--- src/rtl/acc_alu_pkg.sv ---
package acc_alu_pkg;

    localparam int OP_W   = 4;
    localparam int COND_W = 2;

    typedef enum logic [OP_W-1:0] {
        OP_ADD = 4'd0,
        OP_ADC = 4'd1,
        OP_SUB = 4'd2,
        OP_INC = 4'd3,
        OP_DEC = 4'd4,
        OP_CMP = 4'd5,
        OP_AND = 4'd6,
        OP_OR  = 4'd7,
        OP_XOR = 4'd8
    } alu_op_e;

    typedef enum logic [COND_W-1:0] {
        CC_ZERO  = 2'd0,
        CC_NZERO = 2'd1,
        CC_CARRY = 2'd2,
        CC_NCARRY = 2'd3
    } cond_e;

    typedef enum logic [1:0] {
        LG_AND = 2'd0,
        LG_OR  = 2'd1,
        LG_XOR = 2'd2,
        LG_NONE = 2'd3
    } logic_op_e;

    typedef struct packed {
        logic      valid;
        logic      use_arith;
        logic      zero_b;
        logic      inv_b;
        logic      cin_one;
        logic      cin_flag;
        logic      borrow;
        logic      is_cmp;
        logic_op_e lop;
    } dec_t;

endpackage

--- src/rtl/acc_alu_dec.sv ---
module acc_alu_dec
    import acc_alu_pkg::*;
(
    input  logic [OP_W-1:0] op_i,
    output dec_t            dec_o
);
    always_comb begin
        dec_o = '{valid: 1'b0, use_arith: 1'b0, zero_b: 1'b0, inv_b: 1'b0,
                  cin_one: 1'b0, cin_flag: 1'b0, borrow: 1'b0, is_cmp: 1'b0,
                  lop: LG_NONE};
        case (op_i)
            OP_ADD: begin
                dec_o.valid     = 1'b1;
                dec_o.use_arith = 1'b1;
            end
            OP_ADC: begin
                dec_o.valid     = 1'b1;
                dec_o.use_arith = 1'b1;
                dec_o.cin_flag  = 1'b1;
            end
            OP_SUB: begin
                dec_o.valid     = 1'b1;
                dec_o.use_arith = 1'b1;
                dec_o.inv_b     = 1'b1;
                dec_o.cin_one   = 1'b1;
                dec_o.borrow    = 1'b1;
            end
            OP_INC: begin
                dec_o.valid     = 1'b1;
                dec_o.use_arith = 1'b1;
                dec_o.zero_b    = 1'b1;
                dec_o.cin_one   = 1'b1;
            end
            OP_DEC: begin
                dec_o.valid     = 1'b1;
                dec_o.use_arith = 1'b1;
                dec_o.zero_b    = 1'b1;
                dec_o.inv_b     = 1'b1;
                dec_o.borrow    = 1'b1;
            end
            OP_CMP: begin
                dec_o.valid     = 1'b1;
                dec_o.use_arith = 1'b1;
                dec_o.inv_b     = 1'b1;
                dec_o.cin_one   = 1'b1;
                dec_o.borrow    = 1'b1;
                dec_o.is_cmp    = 1'b1;
            end
            OP_AND: begin
                dec_o.valid = 1'b1;
                dec_o.lop   = LG_AND;
            end
            OP_OR: begin
                dec_o.valid = 1'b1;
                dec_o.lop   = LG_OR;
            end
            OP_XOR: begin
                dec_o.valid = 1'b1;
                dec_o.lop   = LG_XOR;
            end
            default: ;
        endcase
    end
endmodule

--- src/rtl/acc_alu_arith.sv ---
module acc_alu_arith
    import acc_alu_pkg::*;
#(
    parameter int W = 8
) (
    input  logic [W-1:0] a_i,
    input  logic [W-1:0] b_i,
    input  dec_t         dec_i,
    input  logic         cflag_i,
    output logic [W-1:0] sum_o,
    output logic         carry_o
);
    logic [W-1:0] bop;
    logic         cin;
    logic [W:0]   full;

    always_comb begin
        bop = dec_i.zero_b ? '0 : b_i;
        if (dec_i.inv_b) begin
            bop = ~bop;
        end
        cin     = dec_i.cin_one | (dec_i.cin_flag & cflag_i);
        full    = {1'b0, a_i} + {1'b0, bop} + {{W{1'b0}}, cin};
        sum_o   = full[W-1:0];
        carry_o = dec_i.borrow ? ~full[W] : full[W];
    end
endmodule

--- src/rtl/acc_alu_logic.sv ---
module acc_alu_logic
    import acc_alu_pkg::*;
#(
    parameter int W = 8
) (
    input  logic [W-1:0] a_i,
    input  logic [W-1:0] b_i,
    input  logic_op_e    lop_i,
    output logic [W-1:0] y_o
);
    for (genvar i = 0; i < W; i++) begin : g_bit
        always_comb begin
            case (lop_i)
                LG_AND:  y_o[i] = a_i[i] & b_i[i];
                LG_OR:   y_o[i] = a_i[i] | b_i[i];
                LG_XOR:  y_o[i] = a_i[i] ^ b_i[i];
                default: y_o[i] = 1'b0;
            endcase
        end
    end
endmodule

--- src/rtl/acc_alu_cond.sv ---
module acc_alu_cond
    import acc_alu_pkg::*;
(
    input  logic [COND_W-1:0] cond_i,
    input  logic              zero_i,
    input  logic              carry_i,
    output logic              take_o
);
    always_comb begin
        case (cond_i)
            CC_ZERO:   take_o = zero_i;
            CC_NZERO:  take_o = ~zero_i;
            CC_CARRY:  take_o = carry_i;
            default:   take_o = ~carry_i;
        endcase
    end
endmodule

--- src/rtl/acc_alu.sv ---
module acc_alu
    import acc_alu_pkg::*;
#(
    parameter int W = 8
) (
    input  logic              clk,
    input  logic              rst_n,
    input  logic [OP_W-1:0]   op_i,
    input  logic [W-1:0]      a_i,
    input  logic [W-1:0]      b_i,
    input  logic              exec_i,
    input  logic              store_i,
    input  logic              oe_i,
    input  logic [COND_W-1:0] cond_i,
    output logic [W-1:0]      bus_o,
    output logic              a_we_o,
    output logic [W-1:0]      a_wdata_o,
    output logic              zero_o,
    output logic              carry_o,
    output logic              take_o
);
    typedef struct packed {
        logic [W-1:0] res;
        logic         zf;
        logic         cf;
        logic         pend;
    } state_t;

    state_t st_d, st_q;

    dec_t         dec;
    logic [W-1:0] arith_y;
    logic         arith_c;
    logic [W-1:0] logic_y;
    logic [W-1:0] op_y;
    logic         op_c;

    acc_alu_dec u_dec (
        .op_i  (op_i),
        .dec_o (dec)
    );

    acc_alu_arith #(.W(W)) u_arith (
        .a_i     (a_i),
        .b_i     (b_i),
        .dec_i   (dec),
        .cflag_i (st_q.cf),
        .sum_o   (arith_y),
        .carry_o (arith_c)
    );

    acc_alu_logic #(.W(W)) u_logic (
        .a_i   (a_i),
        .b_i   (b_i),
        .lop_i (dec.lop),
        .y_o   (logic_y)
    );

    acc_alu_cond u_cond (
        .cond_i  (cond_i),
        .zero_i  (st_q.zf),
        .carry_i (st_q.cf),
        .take_o  (take_o)
    );

    always_comb begin
        op_y = dec.use_arith ? arith_y : logic_y;
        op_c = dec.use_arith ? arith_c : 1'b0;
        st_d = st_q;
        if (store_i) begin
            st_d.pend = 1'b0;
        end
        if (exec_i && dec.valid) begin
            st_d.zf   = (op_y == '0);
            st_d.cf   = op_c;
            st_d.pend = ~dec.is_cmp;
            if (!dec.is_cmp) begin
                st_d.res = op_y;
            end
        end
    end

    always_ff @(posedge clk or negedge rst_n) begin
        if (!rst_n) begin
            st_q <= '0;
        end else begin
            st_q <= st_d;
        end
    end

    assign bus_o     = oe_i ? st_q.res : '0;
    assign a_we_o    = store_i & st_q.pend;
    assign a_wdata_o = st_q.res;
    assign zero_o    = st_q.zf;
    assign carry_o   = st_q.cf;
endmodule

--- config.mk ---
export PLATFORM = sky130hd
export DESIGN_NAME = acc_alu
export DESIGN_NICKNAME = d
export VERILOG_FILES = /design/src/rtl/acc_alu_pkg.sv /design/src/rtl/acc_alu_dec.sv /design/src/rtl/acc_alu_arith.sv /design/src/rtl/acc_alu_logic.sv /design/src/rtl/acc_alu_cond.sv /design/src/rtl/acc_alu.sv
export SDC_FILE = /design/constraint.sdc
export NUM_CORES = 1
export LEC_CHECK = 0
export ABC_AREA = 1
export CORE_MARGIN = 2
export CORE_UTILIZATION = 40
export CTS_CLUSTER_DIAMETER = 200
export DETAILED_ROUTE_END_ITERATION = 12
export DONT_BUFFER_PORTS = 1
export SLEW_MARGIN = 25
export SYNTH_ARGS = -nofsm -noshare
export SYNTH_HDL_FRONTEND = slang
export SYNTH_SLANG_ARGS = --single-unit
--- constraint.sdc ---
create_clock -name clk -period 5.6 [get_ports clk]
set_clock_uncertainty 0.15 [all_clocks]
set_input_delay 0.28 -clock clk [delete_from_list [all_inputs] [get_ports clk]]
set_output_delay 0.28 -clock clk [all_outputs]
set_load 0.05 [all_outputs]
==> run_results.csv <==
group,metric,value,unit
sta,hold_viol,0,
critical_path,cp.arrival,3180,ps
clock_network,cts_setup_buffers,0,
critical_path,path_cells,"inv_1, nor2_1, inv_2, o22ai_4, nor2_1, xor2_1, fa_1, inv_1, fa_1, nand2_1, nand4_1, nor2_1, nand2_1, nor2_1, nand3_1, nand2_1",
synth,synth_top_family_by_area,"simple AND/OR/NAND/NOR gates",
routing,wirelength,3.97,mm
clock_network,path_clk_slew,50,ps
synth,synth_compound_area_share,7.31,%
sta,setup_viol,0,
grt,grt_max_degree,12,
routing,vias_per_cell,4.87,
critical_path,cp_slowest_cell,"nor2_1",
die,io_pins,47,
synth,syn_area,1780,µm²
sta,setup_ws,2440,ps
synth,synth_warnings,0,
run,max_cap_viol_count,0,
routing,drtIter0Drc,64,
clock_network,hold_buffers,2,
clock_network,cts_sinks,11,
sta,worst_slew_pin_slew,1090,ps
pwr,leakage,1.11,nW
clock_network,htree_levels,1,
clock_network,clockRootBuffer,"clkbuf_8",
clock_network,cts_resized,0,
finish,multi_input_area,1190,µm²
sta,fmax,0.316,GHz
sta,hold_slack,128,ps
grt,grt_pass1_wl,6.65,mm
grt,grt.total_usage,16.1,%
placed_design,dp_hpwl,3.38,mm
synth,synth_cells,282,
finish,drive_gt1_share,7.55,%
clock_network,clockBufferDepth,2,
synth,ys.flop_type,"dfrtp_1",
synth,synthArstFlopShare,100,%
synth,ys_types,30,
critical_path,endpoint_kind,"register",
synth,ys_seq_area_share,15.5,%
pwr,power.density,232,nW/µm²
synth,synth_xor_area_share,4.43,%
synth,syn-num-nets,334,
clock_network,clock_latency,230,ps
synth,synth_common_cells,"nand2_1 (77), inv_1 (55), nand3_1 (30), ha_1 (23), nor2_1 (23)",
grt,antenna_found_initial,0,
critical_path,worstPathMaxFanout,11,
synth,synth_top_area_share,16.2,%
sta,rsz0062_at_grt,"false",
finish,area_growth,3.09,%
synth,synth-simple-area-share,36.9,%
synth,synth_area_leaders,"nand2_1 (16%), ha_1 (16%), dfrtp_1 (15%), inv_1 (12%), nand3_1 (8.4%)",
synth,synth_mux_area_share,0,%
routing,drt_pass1_iterations,4,
routing,via_count,1607,
die,die_w,70.7,µm
critical_path,path_common_cell,"nor2_1",
placed_design,place_congestion,0.858,
critical_path,crit_type,"input port to register",
critical_path,cp_slowest_stage_delay,620,ps
synth,synth_most_common_cell,"nand2_1",
synth,synth-adder-area-share,18.4,%
sta,fin_setup_tns,0,ps
synth,syn_area_per_cell,6.31,µm²
finish,nets,331,
routing,postRouteAntennaNets,0,
pwr,ir_drop,0.0724,mV
die,die_h,70.7,µm
grt,grt_pass1_vias,1485,
placed_design,dpl-instance-area,1770,µm²
sta,final.min_clock_period,3160,ps
finish,utilization,42.4,%
die,die_area,5000,µm²
finish,n_fill_cell,478,
routing,drc,0,
grt,grt_overflow,0,
finish,finalInstanceArea,1840,µm²
critical_path,critPathLaunchType,"input port",
status,outcome,"complete, no violations",
sta,slew_headroom,26.8,%
placed_design,pre_cts_ws,2180,ps
clock_network,cts_buffers,3,
clock_network,cts_tree,"built",
routing,avgRoutedWirePerCell,12.0,µm
die,rows,24,
sta,drv_slew,0,
sta,finalCritPeriodShare,56.4,%
synth,ys_seq_elements,11,
finish,ff_latch_area,275,µm²
critical_path,worstPathRequired,5620,ps
die,core_region_area,4320,µm²
finish,num_antenna_cells,0,
min_path,hp-class,"input port to register",
synth,synth_edf_count,0,
placed_design,portBuffers,0,
die,initial_core_util,41.2,%
synth,yosysTopAreaCell,"nand2_1",
==> final timing paths <==
path / endpoint / slack, ps / from / depth (start not counted)
worst max-delay path: zero_o / 2440 / op_i[2] / 16
worst min-delay path: carry_o / 130 / exec_i / 3
worst max register to register: zero_o / 2730 / carry_o / 16
worst min register to register: st_q[0] / 370 / st_q[0] / 2
max in group asynchronous: carry_o / 4650 / rst_n / 1
min in group asynchronous: a_wdata_o[3] / 310 / rst_n / 1
==> layout make-up <==
type	count	share of cell area [%]
clock buffer	4	2.45
inverter	61	12.9
multi-input combinational	200	65.0
sequential	11	15.0
tap	52	3.54
timing repair buffer	2	1.09
==> per-stage QoR <==
stage | power [W] | cells
after floorplan | 0.000334 | 282
after global placement | 0.000349 | 324
after detailed placement | 0.000350 | 324
after CTS | 0.000432 | 330
after global routing | 0.000461 | 330
final | 0.000427 | 330
==> flip-flops by register name (all words and copies together), names as in the netlist <==
register / count
st_q: 1
zero_o: 1
carry_o: 1
a_wdata_o: 8
==> power breakdown <==
part / switching (W) / internal (W)
Combinational: 0.000130 / 0.0000603
Clock: 0.0000271 / 0.0000497
Sequential: 0.0000657 / 0.0000935
==> worst max-delay path, delay by kind of cell <==
family / cells / cell delay, ps
adders and majority gates: 2 / 800
buffers and inverters: 3 / 260
xor gates and xnor gates: 1 / 160
and+or+nand+nor: 9 / 1350
AOI/OAI and AO/OA: 1 / 320
==> kinds of logic after synthesis <==
| kind of cell | after synthesis |
|---|---|
| xor gates and xnor gates | 9 |
| DFF | 11 |
| AOI/OAI and AO/OA | 19 |
| adders and majority gates | 25 |
| buffers and inverters | 71 |
| and+or+nand+nor | 147 |
==> metal layers <==
metal  vias to the layer above  global-route usage, %  wire length [µm]
met1                       711                   20.3              1850
met5                         -                      0                 0
met4                         0                   3.77                35
li1                        850                      -                 -
met2                        42                   28.9              1880
met3                         4                   2.42               202
==> cell usage in the layout, fill, tap and decap left out, types with 2 or more instances in the layout <==
master and count:
nor2_1 23, fa_1 2, nand2_4 2, nand3_1 30, inv_1 55, nor2_4 2, ha_1 23, nand3b_1 4
nor2_2 3, xor2_1 8, clkbuf_8 3, a21oi_1 8, nand2_2 2, nand4_1 3, nand2_1 77, inv_2 4
o21ai_1 5, dlygate4sd3_1 2, dfrtp_1 11
(Power assumes the default switching activity.)
